## src/rtl/spi_nor_pkg.sv

```systemverilog
package spi_nor_pkg;

    typedef enum logic [3:0] {
        ST_IDLE,
        ST_CSOFF,
        ST_INSTR,
        ST_ADDR,
        ST_DUMMY,
        ST_POLL_OP,
        ST_POLL_RD,
        ST_DCHK,
        ST_WRWAIT,
        ST_XFER
    } seq_st_e;

    // Field positions the front end decodes against
    localparam int GO_OP_LSB   = 24;
    localparam int GO_CS_LSB   = 8;
    localparam int GO_SINGLE   = 3;
    localparam int GO_WRITE    = 1;
    localparam int GO_IRQ      = 0;
    localparam int FMT_IL_LSB  = 24;
    localparam int FMT_DC_LSB  = 19;   // dummy cycles / 8
    localparam int MAX_ILEN    = 2;
    localparam int MAX_ALEN    = 4;

endpackage

```

## src/rtl/spi_nor_shifter.sv

```systemverilog
module spi_nor_shifter (
    input  logic       clk,
    input  logic       rst_n,
    input  logic       start,
    input  logic [7:0] tx,
    input  logic       miso,
    output logic       sck,
    output logic       mosi,
    output logic       done,
    output logic [7:0] rx
);
    localparam int BITS  = 8;
    localparam int BCW   = $clog2(BITS);

    typedef struct packed {
        logic           act;
        logic           ph;
        logic [BCW-1:0] cnt;
        logic [7:0]     sh;
        logic [7:0]     rx;
        logic           sck;
        logic           done;
    } sh_t;

    sh_t sh_d, sh_q;

    always_comb begin
        sh_d      = sh_q;
        sh_d.done = 1'b0;
        if (!sh_q.act) begin
            if (start) begin
                sh_d.act = 1'b1;
                sh_d.ph  = 1'b0;
                sh_d.cnt = '0;
                sh_d.sh  = tx;
                sh_d.sck = 1'b0;
            end
        end else if (!sh_q.ph) begin
            sh_d.sck = 1'b1;
            sh_d.rx  = {sh_q.rx[6:0], miso};
            sh_d.ph  = 1'b1;
        end else begin
            sh_d.sck = 1'b0;
            sh_d.ph  = 1'b0;
            if (sh_q.cnt == BCW'(BITS - 1)) begin
                sh_d.act  = 1'b0;
                sh_d.done = 1'b1;
            end else begin
                sh_d.cnt = sh_q.cnt + 1'b1;
                sh_d.sh  = {sh_q.sh[6:0], 1'b0};
            end
        end
    end

    always_ff @(posedge clk or negedge rst_n) begin
        if (!rst_n) sh_q <= '0;
        else        sh_q <= sh_d;
    end

    assign sck  = sh_q.sck;
    assign mosi = sh_q.sh[7];
    assign done = sh_q.done;
    assign rx   = sh_q.rx;

    // clock idles low outside a byte
    p_sck_idle_r6: assert property (@(posedge clk) disable iff (!rst_n)
        !sh_q.act |-> !sh_q.sck);
    // sequencer never restarts a byte in flight
    p_start_idle_r6: assert property (@(posedge clk) disable iff (!rst_n)
        start |-> !sh_q.act);
    // high phase lasts one clock
    p_sck_pulse_r6: assert property (@(posedge clk) disable iff (!rst_n)
        sh_q.sck |=> !sh_q.sck);

endmodule

```

## src/rtl/spi_nor_cs_decode.sv

```systemverilog
module spi_nor_cs_decode #(
    parameter int NUM_CS = 4,
    localparam int CSW   = (NUM_CS > 1) ? $clog2(NUM_CS) : 1
) (
    input  logic           act,
    input  logic [CSW-1:0] sel,
    output logic [NUM_CS-1:0] cs_n
);
    for (genvar i = 0; i < NUM_CS; i++) begin : g_line
        assign cs_n[i] = !(act && (sel == CSW'(i)));
    end
endmodule

```

## src/rtl/spi_nor_sequencer.sv

```systemverilog
module spi_nor_sequencer
    import spi_nor_pkg::*;
#(
    parameter int NUM_CS = 4,
    parameter int DATA_W = 32,
    parameter int CNT_W  = 32,
    localparam int CSW   = (NUM_CS > 1) ? $clog2(NUM_CS) : 1,
    localparam int BYTES = DATA_W / 8,
    localparam int BW    = (BYTES > 1) ? $clog2(BYTES) : 1
) (
    input  logic              clk,
    input  logic              rst_n,
    input  logic              launch,
    input  logic [31:0]       desc_addr,
    input  logic [31:0]       desc_fmt,
    input  logic [CNT_W-1:0]  desc_len,
    input  logic [31:0]       desc_go,
    input  logic [2:0]        poll_bit,
    input  logic              done_clr,
    input  logic              wr_valid,
    input  logic [DATA_W-1:0] wr_word,
    output logic              wr_ready,
    output logic              rd_valid,
    output logic [DATA_W-1:0] rd_word,
    output logic [7:0]        status_byte,
    output logic              done_flag,
    output logic              busy,
    output logic              cs_act,
    output logic [CSW-1:0]    cs_sel,
    output logic              sh_start,
    output logic [7:0]        sh_tx,
    input  logic              sh_done,
    input  logic [7:0]        sh_rx
);
    typedef struct packed {
        seq_st_e           st;
        logic [CSW-1:0]    sel;
        logic [7:0]        op;
        logic [1:0]        icnt;
        logic [2:0]        acnt;
        logic [4:0]        dcnt;
        logic [31:0]       addr;
        logic [CNT_W-1:0]  rem;
        logic              wr;
        logic              poll;
        logic              single;
        logic              irq;
        logic [2:0]        pbit;
        logic [DATA_W-1:0] word;
        logic [BW-1:0]     bidx;
        logic              inflight;
        logic [7:0]        status;
        logic              done;
        logic              rdv;
    } seq_t;

    seq_t sq_d, sq_q;

    logic unused_desc;
    assign unused_desc = ^{desc_fmt[31:26], desc_fmt[18:3], desc_go[23:10], desc_go[7:4]};

    function automatic seq_st_e first_phase(logic [1:0] i, logic [2:0] a, logic [4:0] d);
        if (i != 2'd0)      return ST_INSTR;
        else if (a != 3'd0) return ST_ADDR;
        else if (d != 5'd0) return ST_DUMMY;
        else                return ST_DCHK;
    endfunction

    logic        byte_st;
    logic        fin;
    logic [31:0] addr_sh;
    logic [1:0]  il_raw;
    logic [2:0]  al_raw;

    assign il_raw  = desc_fmt[FMT_IL_LSB +: 2];
    assign al_raw  = desc_fmt[2:0];
    assign addr_sh = sq_q.addr >> {sq_q.acnt - 3'd1, 3'b000};
    assign byte_st = (sq_q.st == ST_INSTR) || (sq_q.st == ST_ADDR) ||
                     (sq_q.st == ST_DUMMY) || (sq_q.st == ST_POLL_OP) ||
                     (sq_q.st == ST_POLL_RD) || (sq_q.st == ST_XFER);
    assign fin     = sq_q.inflight && sh_done;

    always_comb begin
        sq_d     = sq_q;
        sq_d.rdv = 1'b0;
        sh_start = 1'b0;
        if (done_clr) sq_d.done = 1'b0;

        case (sq_q.st)
            ST_INSTR, ST_POLL_OP: sh_tx = sq_q.op;
            ST_ADDR:              sh_tx = addr_sh[7:0];
            ST_XFER:              sh_tx = sq_q.wr ? sq_q.word[7:0] : 8'h00;
            default:              sh_tx = 8'h00;
        endcase

        if (byte_st && !sq_q.inflight) begin
            sh_start      = 1'b1;
            sq_d.inflight = 1'b1;
        end
        if (fin) sq_d.inflight = 1'b0;

        case (sq_q.st)
            ST_IDLE: begin
                if (launch) begin
                    sq_d.st       = ST_CSOFF;
                    sq_d.sel      = desc_go[GO_CS_LSB +: CSW];
                    sq_d.op       = desc_go[GO_OP_LSB +: 8];
                    sq_d.icnt     = (il_raw > 2'(MAX_ILEN)) ? 2'(MAX_ILEN) : il_raw;
                    sq_d.acnt     = (al_raw > 3'(MAX_ALEN)) ? 3'(MAX_ALEN) : al_raw;
                    sq_d.dcnt     = desc_fmt[FMT_DC_LSB +: 5];
                    sq_d.addr     = desc_addr;
                    sq_d.rem      = desc_len;
                    sq_d.wr       = desc_go[GO_WRITE];
                    sq_d.poll     = (desc_go[2:1] == 2'b10);
                    sq_d.single   = desc_go[GO_SINGLE];
                    sq_d.irq      = desc_go[GO_IRQ];
                    sq_d.pbit     = poll_bit;
                    sq_d.inflight = 1'b0;
                end
            end
            ST_CSOFF: begin
                sq_d.st = sq_q.poll ? ST_POLL_OP
                                    : first_phase(sq_q.icnt, sq_q.acnt, sq_q.dcnt);
            end
            ST_INSTR: begin
                if (fin) begin
                    sq_d.icnt = sq_q.icnt - 2'd1;
                    if (sq_q.icnt == 2'd1)
                        sq_d.st = first_phase(2'd0, sq_q.acnt, sq_q.dcnt);
                end
            end
            ST_ADDR: begin
                if (fin) begin
                    sq_d.acnt = sq_q.acnt - 3'd1;
                    if (sq_q.acnt == 3'd1)
                        sq_d.st = first_phase(2'd0, 3'd0, sq_q.dcnt);
                end
            end
            ST_DUMMY: begin
                if (fin) begin
                    sq_d.dcnt = sq_q.dcnt - 5'd1;
                    if (sq_q.dcnt == 5'd1) sq_d.st = ST_DCHK;
                end
            end
            ST_POLL_OP: begin
                if (fin) sq_d.st = ST_POLL_RD;
            end
            ST_POLL_RD: begin
                if (fin) begin
                    sq_d.status = sh_rx;
                    sq_d.st = (sq_q.single || !sh_rx[sq_q.pbit]) ? ST_DCHK : ST_POLL_OP;
                end
            end
            ST_DCHK: begin
                sq_d.bidx = '0;
                if (sq_q.rem == '0) begin
                    sq_d.st = ST_IDLE;
                    if (sq_q.irq) sq_d.done = 1'b1;
                end else if (sq_q.wr) begin
                    sq_d.st = ST_WRWAIT;
                end else begin
                    sq_d.st   = ST_XFER;
                    sq_d.word = '0;
                end
            end
            ST_WRWAIT: begin
                if (wr_valid) begin
                    sq_d.word = wr_word;
                    sq_d.st   = ST_XFER;
                end
            end
            ST_XFER: begin
                if (fin) begin
                    sq_d.word = {sh_rx, sq_q.word[DATA_W-1:8]};
                    sq_d.bidx = sq_q.bidx + 1'b1;
                    if (sq_q.bidx == BW'(BYTES - 1)) begin
                        sq_d.rem = (sq_q.rem < CNT_W'(BYTES)) ? '0 : sq_q.rem - CNT_W'(BYTES);
                        sq_d.rdv = !sq_q.wr;
                        sq_d.st  = ST_DCHK;
                    end
                end
            end
            default: sq_d.st = ST_IDLE;
        endcase
    end

    always_ff @(posedge clk or negedge rst_n) begin
        if (!rst_n) sq_q <= '0;
        else        sq_q <= sq_d;
    end

    assign busy        = (sq_q.st != ST_IDLE);
    assign cs_act      = (sq_q.st != ST_IDLE) && (sq_q.st != ST_CSOFF);
    assign cs_sel      = sq_q.sel;
    assign wr_ready    = (sq_q.st == ST_WRWAIT);
    assign rd_valid    = sq_q.rdv;
    assign rd_word     = sq_q.word;
    assign status_byte = sq_q.status;
    assign done_flag   = sq_q.done;

    // a launch during a transaction leaves the captured command alone
    p_launch_ignored_r2: assert property (@(posedge clk) disable iff (!rst_n)
        (busy && launch) |=> ($stable(sq_q.sel) && $stable(sq_q.op)));
    // remaining count never grows inside a transaction
    p_rem_monotone_r11: assert property (@(posedge clk) disable iff (!rst_n)
        (busy && $past(busy)) |-> (sq_q.rem <= $past(sq_q.rem)));
    // flag only rises when the transaction ends
    p_done_at_end_r12: assert property (@(posedge clk) disable iff (!rst_n)
        $rose(sq_q.done) |-> !busy);
    // poll loop exits only on a clear bit or single-read
    p_poll_exit_r7: assert property (@(posedge clk) disable iff (!rst_n)
        (sq_q.st == ST_DCHK && $past(sq_q.st) == ST_POLL_RD)
            |-> (sq_q.single || !sq_q.status[sq_q.pbit]));

endmodule

```

## src/rtl/spi_nor_seq.sv

```systemverilog
module spi_nor_seq #(
    parameter int NUM_CS = 4,
    parameter int DATA_W = 32,
    parameter int CNT_W  = 32
) (
    input  logic              clk,
    input  logic              rst_n,
    input  logic              launch,
    input  logic [31:0]       desc_addr,
    input  logic [31:0]       desc_fmt,
    input  logic [CNT_W-1:0]  desc_len,
    input  logic [31:0]       desc_go,
    input  logic [2:0]        poll_bit,
    input  logic              done_clr,
    input  logic              wr_valid,
    input  logic [DATA_W-1:0] wr_word,
    output logic              wr_ready,
    output logic              rd_valid,
    output logic [DATA_W-1:0] rd_word,
    output logic [7:0]        status_byte,
    output logic              done_flag,
    output logic              busy,
    output logic              sck,
    output logic              mosi,
    input  logic              miso,
    output logic [NUM_CS-1:0] cs_n
);
    localparam int CSW = (NUM_CS > 1) ? $clog2(NUM_CS) : 1;

    logic           cs_act;
    logic [CSW-1:0] cs_sel;
    logic           sh_start;
    logic [7:0]     sh_tx;
    logic           sh_done;
    logic [7:0]     sh_rx;

    spi_nor_sequencer #(.NUM_CS(NUM_CS), .DATA_W(DATA_W), .CNT_W(CNT_W)) u_seq (
        .clk(clk), .rst_n(rst_n), .launch(launch),
        .desc_addr(desc_addr), .desc_fmt(desc_fmt), .desc_len(desc_len),
        .desc_go(desc_go), .poll_bit(poll_bit), .done_clr(done_clr),
        .wr_valid(wr_valid), .wr_word(wr_word), .wr_ready(wr_ready),
        .rd_valid(rd_valid), .rd_word(rd_word), .status_byte(status_byte),
        .done_flag(done_flag), .busy(busy), .cs_act(cs_act), .cs_sel(cs_sel),
        .sh_start(sh_start), .sh_tx(sh_tx), .sh_done(sh_done), .sh_rx(sh_rx)
    );

    spi_nor_shifter u_shift (
        .clk(clk), .rst_n(rst_n), .start(sh_start), .tx(sh_tx), .miso(miso),
        .sck(sck), .mosi(mosi), .done(sh_done), .rx(sh_rx)
    );

    spi_nor_cs_decode #(.NUM_CS(NUM_CS)) u_cs (
        .act(cs_act), .sel(cs_sel), .cs_n(cs_n)
    );

    // no line is selected outside a transaction
    p_cs_needs_busy_r8: assert property (@(posedge clk) disable iff (!rst_n)
        (~&cs_n) |-> busy);
    // serial clock only toggles inside a transaction
    p_sck_only_busy_r6: assert property (@(posedge clk) disable iff (!rst_n)
        sck |-> busy);
    // at most one line low
    p_one_cs_r2: assert property (@(posedge clk) disable iff (!rst_n)
        $onehot0(~cs_n));

endmodule

```

## config.mk

```make
export PLATFORM = sky130hd
export DESIGN_NAME = spi_nor_seq
export DESIGN_NICKNAME = d
export VERILOG_FILES = /design/src/rtl/spi_nor_pkg.sv /design/src/rtl/spi_nor_shifter.sv /design/src/rtl/spi_nor_cs_decode.sv /design/src/rtl/spi_nor_sequencer.sv /design/src/rtl/spi_nor_seq.sv
export SDC_FILE = /design/constraint.sdc
export NUM_CORES = 1
export LEC_CHECK = 0
export BUFFER_PORTS_ARGS = -buffer_cell sky130_fd_sc_hd__clkbuf_2
export CAP_MARGIN = 10
export CORE_MARGIN = 2
export CORE_UTILIZATION = 35
export DETAILED_ROUTE_END_ITERATION = 10
export GPL_TIMING_DRIVEN = 0
export PLACE_DENSITY = 0.66
export SYNTH_ARGS = -nofsm -noshare
export SYNTH_HDL_FRONTEND = slang
export SYNTH_SLANG_ARGS = --single-unit
```

## constraint.sdc

```tcl
create_clock -name clk -period 3.3 [get_ports clk]
set_input_delay 0.165 -clock clk [delete_from_list [all_inputs] [get_ports clk]]
set_output_delay 0.165 -clock clk [all_outputs]
set_load 0.005 [all_outputs]
```

==> flow_metrics.tcl, run 1 <==
set metrics [dict create \
    viasPerCell 5.21 \
    synthCells 971 \
    drc_errors 0 \
    cts_sinks 162 \
    h-tree-depth 4 \
    drt_iter0_markers 552 \
    clkTransAtPathRegs_ns 0.07 \
    yosysUniqueCellTypes 67 \
    synth_seq_cells 162 \
    synth_enable_flop_cells 0 \
    root_buffer "clkbuf_16" \
    initial_core_util_pct 35.4 \
    vias 8244 \
    multi_input_comb_area_um2 4410 \
    min_path_cells 3 \
    routedWlPerCell_um 17.6 \
    die_h_um 166 \
    dp_hpwl_mm 19.6 \
    finalCritPeriodShare_pct 95.4 \
    port_buffers 178 \
    final_util_pct 45.4 \
    fp.dieArea_um2 27500 \
    cts_tree "built" \
    track_usage_pct 20.3 \
    p_sw_share_pct 39.7 \
    yosys_warnings 0 \
    crit_type "register to register" \
    ys.flop_type "dfrtp_1" \
    grt_pass1_vias 8250 \
    status "complete, no violations" \
    placementRows 59 \
    p_sw_w 0.00401 \
    seq_area_um2 4050 \
    power_frac_seq_pct 35.4 \
    p_leak_nw 5.67 \
    pwr-share-clk_pct 19.9 \
    cp.required_ns 3.61 \
    drtAntennaViolNets 0 \
    irDropWorstVdd_mv 0.358 \
    hold_end "u_seq.sq_q[116]$_DFFE_PN0P_" \
    syn_avg_cell_area_um2 9.44 \
    final_cell_area_um2 11800 \
    rsz0062_at_grt "false" \
    gp_congestion 0.895 \
    endpoint_kind "register" \
    numCtsBuffers 17 \
    rr_worst_depth 10 \
    final_layout_size_suffix_gt1_share_pct 27.3 \
    drv_slew 0 \
    grt_pass1_wl_mm 44.5 \
    hold_violations 0 \
    netlist_area_um2 9170 \
    p_comb_share_pct 44.7 \
    fin_crit_ns 3.15 \
    clock_skew_ns 0.0126 \
    synth_fp_nets 1152 \
    drt-total-wl_mm 27.9 \
    n_antenna_cell 0 \
    total_power_w 0.0101 \
    worst-slew-pin-transition_ns 0.975 \
    chipWidth_um 166 \
    synth-seq-area-share_pct 44.2 \
    setup-violations-final 0 \
    powerDensity_nw_per_um2 858 \
    r2r_end "u_seq.rd_word[8]$_DFFE_PN0P_" \
    p_int_w 0.00609 \
    detail_route.first_pass.iterations 5 \
    worst_r2r_startpoint "u_seq.sq_q[54]$_DFFE_PN0P_" \
    maxCapViolations 0 \
    whs_ns 0.00716 \
    fin_tns_setup_ns 0 \
    grt_max_degree 105 \
    hold_class "input port to register" \
    boundaryPins 219 \
    cts_buffer_depth 2 \
    core_area_um2 25900 \
    place_area_um2 10500 \
    grt_antenna_before_repair 0 \
    worstPathArrival_ns 3.46 \
    start_kind "register" \
    grt.overflow.total 0 \
    maxSlewHeadroom_pct 34.4 \
    async_reset_ff_share_pct 100 \
    rrSetupSlack_ns 0.15 \
    fill_cells 2489 \
    min-delay-start "desc_fmt[19]" \
    crit_fanout 10 \
    area_growth_pct 28.4 \
    nets 1416 \
    max_freq_ghz 0.318 \
    insertion_delay_ns 0.44 \
]
## critical path: stages, from the launching register on
cell      delay [ns]
dfrtp_1         0.42
inv_1           0.10
ha_2            0.22
or3b_2          0.44
clkbuf_1        0.17
or3_1           0.37
buf_4           0.19
nor4_4          0.35
o22a_4          0.28
buf_12          0.17
mux2_4          0.30
## timing repair
action,CTS,global route
hold buffers,64,0
hold endpoints to repair,121,0
setup buffers,0,1
setup endpoints to repair,0,49
resized for setup,0,7
## registers in the layout, indices dropped and copies added (netlist names)
signal             cells
u_seq.sq_q            96
u_seq.rd_word         32
u_shift.sh_q          11
u_seq.status_byte      8
u_shift.rx             8
u_seq.cs_sel           2
u_seq.done_flag        1
u_seq.rd_valid         1
u_shift.done           1
u_shift.mosi           1
u_shift.sck            1
## cells in the final DEF, fill, tap and decap left out, types with 11 or more instances in the layout
cell type / netlist / routed
a21oi_1: 34 / 34
a31oi_1: 16 / 16
mux2_2: 19 / 19
dlygate4sd3_1: 0 / 64
inv_1: 29 / 29
clkbuf_2: 0 / 180
or3_1: 11 / 11
o21ai_0: 47 / 47
clkbuf_16: 0 / 17
clkbuf_1: 47 / 47
dfrtp_1: 162 / 162
nand2_1: 178 / 178
buf_4: 43 / 44
ha_1: 12 / 11
nand3_1: 31 / 31
nor3_1: 23 / 23
mux2i_1: 35 / 35
mux2_4: 30 / 30
nor2_1: 78 / 78
## area by class of cell
| cell class | instances | area share [%] |
|---|---|---|
| clock buffers | 19 | 3.76 |
| plain buffers | 106 | 5.23 |
| well taps | 335 | 3.56 |
| multi-input cells | 674 | 37.4 |
| clock inverters | 13 | 1.19 |
| repair buffers | 245 | 13.4 |
| inverters | 29 | 0.925 |
| flip-flops and latches | 162 | 34.4 |
## worst max-delay path by stage
stage	from	end
2_1_floorplan	u_seq.sq_q[54]$_DFFE_PN0P_	u_seq.rd_word[0]$_DFFE_PN0P_
3_3_place_gp	rst_n	u_seq.sq_q[88]$_DFFE_PN0P_
3_5_place_dp	u_seq.sq_q[139]$_DFFE_PN0P_	u_seq.sq_q[73]$_DFFE_PN0P_
4_1_cts	u_seq.sq_q[54]$_DFFE_PN0P_	u_seq.sq_q[57]$_DFFE_PN0P_
5_1_grt	u_seq.sq_q[54]$_DFFE_PN0P_	u_seq.rd_word[7]$_DFFE_PN0P_
6_report	u_seq.sq_q[54]$_DFFE_PN0P_	u_seq.rd_word[8]$_DFFE_PN0P_
## per-stage QoR
stage | worst slack, ns | cells
finish | 0.152 | 1583
global route | 0.0277 | 1583
CTS | 0.0971 | 1581
detailed placement | 0.118 | 1485
global placement | -0.998 | 1484
floorplan | 0.491 | 971
## layer usage
layer  part of all wire, %  track usage [%]
met1                    46             28.2
met2                    47             32.4
met3                   5.7             4.19
met4                   1.4             5.07
met5                     0                0
## cells by family (layout without fill, tap and decap cells)
| family | count (synthesis) | in the layout | synth area share (%) |
|---|---|---|---|
| flops | 162 | 162 | 44.2 |
| fa+ha+maj | 12 | 12 | 1.64 |
| buf+inv | 135 | 412 | 7.88 |
| compound gates | 179 | 179 | 13.0 |
| xor+xnor | 2 | 2 | 0.191 |
| mux | 94 | 94 | 13.5 |
| simple gates | 387 | 387 | 19.6 |
## cells in the mapped netlist, types with 10 or more instances
| cell | n | share of area, % |
|---|---|---|
| mux2_4 | 30 | 4.9 |
| a31oi_1 | 16 | 1.1 |
| mux2i_1 | 35 | 3.8 |
| inv_1 | 29 | 1.2 |
| nand2_1 | 178 | 7.3 |
| clkbuf_1 | 47 | 1.9 |
| mux4_2 | 10 | 2.5 |
| nor4_1 | 10 | 0.68 |
| o21ai_0 | 47 | 2.6 |
| a21oi_1 | 34 | 1.9 |
| mux2_2 | 19 | 2.3 |
| buf_4 | 43 | 3.5 |
| nor3_1 | 23 | 1.3 |
| nor2_1 | 78 | 3.2 |
| or3_1 | 11 | 0.75 |
| nand3_1 | 31 | 1.7 |
| dfrtp_1 | 162 | 44 |
| ha_1 | 12 | 1.6 |
| o211ai_1 | 10 | 0.82 |
## power by group through the flow
stage / Sequential, W / Combinational [W] / Clock [W]
floorplan: 0.00333 / 0.00329 / 0
global placement: 0.00356 / 0.00432 / 0
detailed placement: 0.00359 / 0.00441 / 0
CTS: 0.00356 / 0.00450 / 0.00205
global route: 0.00370 / 0.00498 / 0.00214
finish: 0.00358 / 0.00451 / 0.00201
Note: power is estimated with default switching activity, not from simulation.
==> run 2, diff against run 1 <==
- ABC_AREA: default -> 1
- CELL_PAD_IN_SITES_DETAIL_PLACEMENT: default -> 1
- CELL_PAD_IN_SITES_GLOBAL_PLACEMENT: default -> 1
- PLACE_DENSITY: 0.66 -> 0.84
==> flow_metrics.tcl, run 2 <==
set metrics [dict create \
    status "complete, no violations" \
    start_kind "register" \
    initial_core_util_pct 35.5 \
    synth_seq_cells 162 \
    drv_slew 0 \
    top_register "u_seq.sq_q" \
    die_h_um 166 \
    fin_crit_ns 2.80 \
    nets 1701 \
    root_buffer "clkbuf_16" \
    yosys.area.top_type "dfrtp_1" \
    irDropWorstVdd_mv 0.309 \
    grt_pass1_wl_mm 51.8 \
    netlist_area_um2 9190 \
    h-tree-depth 4 \
    numCtsBuffers 17 \
    synthTopCellsByArea "dfrtp_1, nand2_1, nand3_1" \
    powerDensity_nw_per_um2 361 \
    insertion_delay_ns 0.44 \
    cts_hold_buf 51 \
    cpPeakStageDelay_ns 0.45 \
    largest_reg_flops 96 \
    routedWlPerCell_um 17.3 \
    mostFrequentLayoutCells "nand2_1, clkbuf_2, dfrtp_1" \
    synth-seq-area-share_pct 44.1 \
    vias 9452 \
    clkTransAtPathRegs_ns 0.07 \
    crit_type "register to register" \
    port_buffers 178 \
    endpoint_kind "register" \
    ys.flop_type "dfrtp_1" \
    async_reset_ff_share_pct 100 \
    core_area_um2 25900 \
    grt.overflow.total 0 \
    synth_fp_nets 1452 \
    gp_congestion 0.907 \
    drt-total-wl_mm 32.4 \
    worst_path_most_repeated_cell "nand2_1" \
    worstPathArrival_ns 3.13 \
    synth_enable_flop_cells 0 \
    cts_sinks 162 \
    detail_route.first_pass.iterations 5 \
    cp.required_ns 3.63 \
    area_growth_pct 26.7 \
    fp.dieArea_um2 27600 \
    max_freq_ghz 0.357 \
    placementRows 59 \
    total_power_w 0.00421 \
    maxSlewHeadroom_pct 38.6 \
    cts_buffer_depth 2 \
    hold_class "input port to register" \
    mostFrequentLayoutCell "nand2_1" \
    p_leak_nw 6.24 \
    synth_common_cells "nand2_1, dfrtp_1, nor2_1" \
    setup-violations-final 0 \
    final_layout_size_suffix_gt1_share_pct 19.6 \
    maxCapViolations 0 \
    yosysUniqueCellTypes 33 \
    cp_slowest_cell "dfrtp_1" \
    grt_antenna_before_repair 2 \
    grt_pass1_vias 10000 \
    crit_chain "clkbuf_1 -> inv_1 -> ha_1 -> clkbuf_1 -> inv_1 -> o211ai_1 -> nand2_1 -> nand2_1 -> nand3_1 -> nand2_1 -> nand2_1 -> nand2_1 -> nand2_1" \
    synth_top_area_share_pct 44.1 \
    boundaryPins 219 \
    drt_iter0_markers 550 \
    hold_violations 0 \
    cts_tree "built" \
    syn_avg_cell_area_um2 7.23 \
    chipWidth_um 166 \
    rsz0062_at_grt "false" \
    grt_max_degree 104 \
    synthCells 1271 \
    crit_fanout 10 \
    post_cts_resized 0 \
    drtAntennaViolNets 0 \
    viasPerCell 5.05 \
    dp_hpwl_mm 23.3 \
    whs_ns 0.0108 \
    worst-slew-pin-transition_ns 0.921 \
    yosys_warnings 0 \
    track_usage_pct 23.5 \
    yosysMostFrequentCell "nand2_1" \
    finalCritPeriodShare_pct 84.8 \
    clock_skew_ns 0.0134 \
    drc_errors 0 \
    postCtsSetupRepairBufs 0 \
]
[run 2: cells by family after synthesis]
group	share of synthesized area [%]
compound gates	12.7
fa+ha+maj	1.63
xor+xnor	0.572
flops	44.1
buf+inv	10.3
simple gates	30.7
[run 2: worst max-delay path: cells and delay by family (launching register included)]
kind	cells	cell delay, ns
buffers and inverters	4	1.25
and+or+nand+nor	7	0.51
DFF	1	0.45
adders and majority gates	1	0.31
AOI/OAI and AO/OA	1	0.17
[run 2: report_power, final]
group	internal (W)	leakage, nW	switching [W]
sequential	0.00198	2.09	0.000000358
clock	0.00104	0.292	0.000989
combinational	0.000102	3.85	0.0000964
[run 2: final cells by class]
type / count / area, um^2
fill: 3319 / 14300
multi-input combinational: 913 / 4190
sequential: 162 / 4050
timing repair buffer: 230 / 1440
buffer: 89 / 543
clock buffer: 18 / 439
tap: 335 / 419
inverter: 107 / 402
clock inverter: 14 / 155
antenna: 2 / 5.00
[run 2: stage by stage]
step           cells  setup slack, ns  instance area, um^2  util (%)  TNS (ns)
2_1_floorplan   1271             1.25                 9190         -         0
3_3_place_gp    1784           -0.985                10500      40.5   -156.78
3_5_place_dp    1785            0.503                10500      40.7         0
4_1_cts         1868            0.479                11600      44.9         0
5_1_grt         1870            0.229                11600      45.0         0
6_report        1870            0.500                11600      45.0         0
[run 2: worst paths after layout]
kind,startpoint,endpoint,slack (ns),depth (start not counted)
max in group asynchronous,rst_n,u_seq.sq_q[84]$_DFFE_PN0P_,2.11,3
setup / recovery,u_seq.sq_q[121]$_DFFE_PN0P_,u_shift.sh_q[15]$_DFFE_PN0P_,0.50,13
hold / removal,desc_len[9],u_seq.sq_q[61]$_DFFE_PN0P_,0.01,3
setup reg to reg,u_seq.sq_q[121]$_DFFE_PN0P_,u_shift.sh_q[15]$_DFFE_PN0P_,0.50,13
hold reg to reg,u_seq.sq_q[100]$_DFFE_PN0P_,u_seq.sq_q[100]$_DFFE_PN0P_,0.48,2
min in group asynchronous,rst_n,u_seq.sq_q[59]$_DFFE_PN0P_,0.37,2
[run 2: routing by layer]
layer / GRT usage [%] / part of all wire, %
met1: 28.1 / 42
met2: 42.5 / 52
met3: 3.77 / 3.3
met4: 8.62 / 3.0
met5: 0 / 0
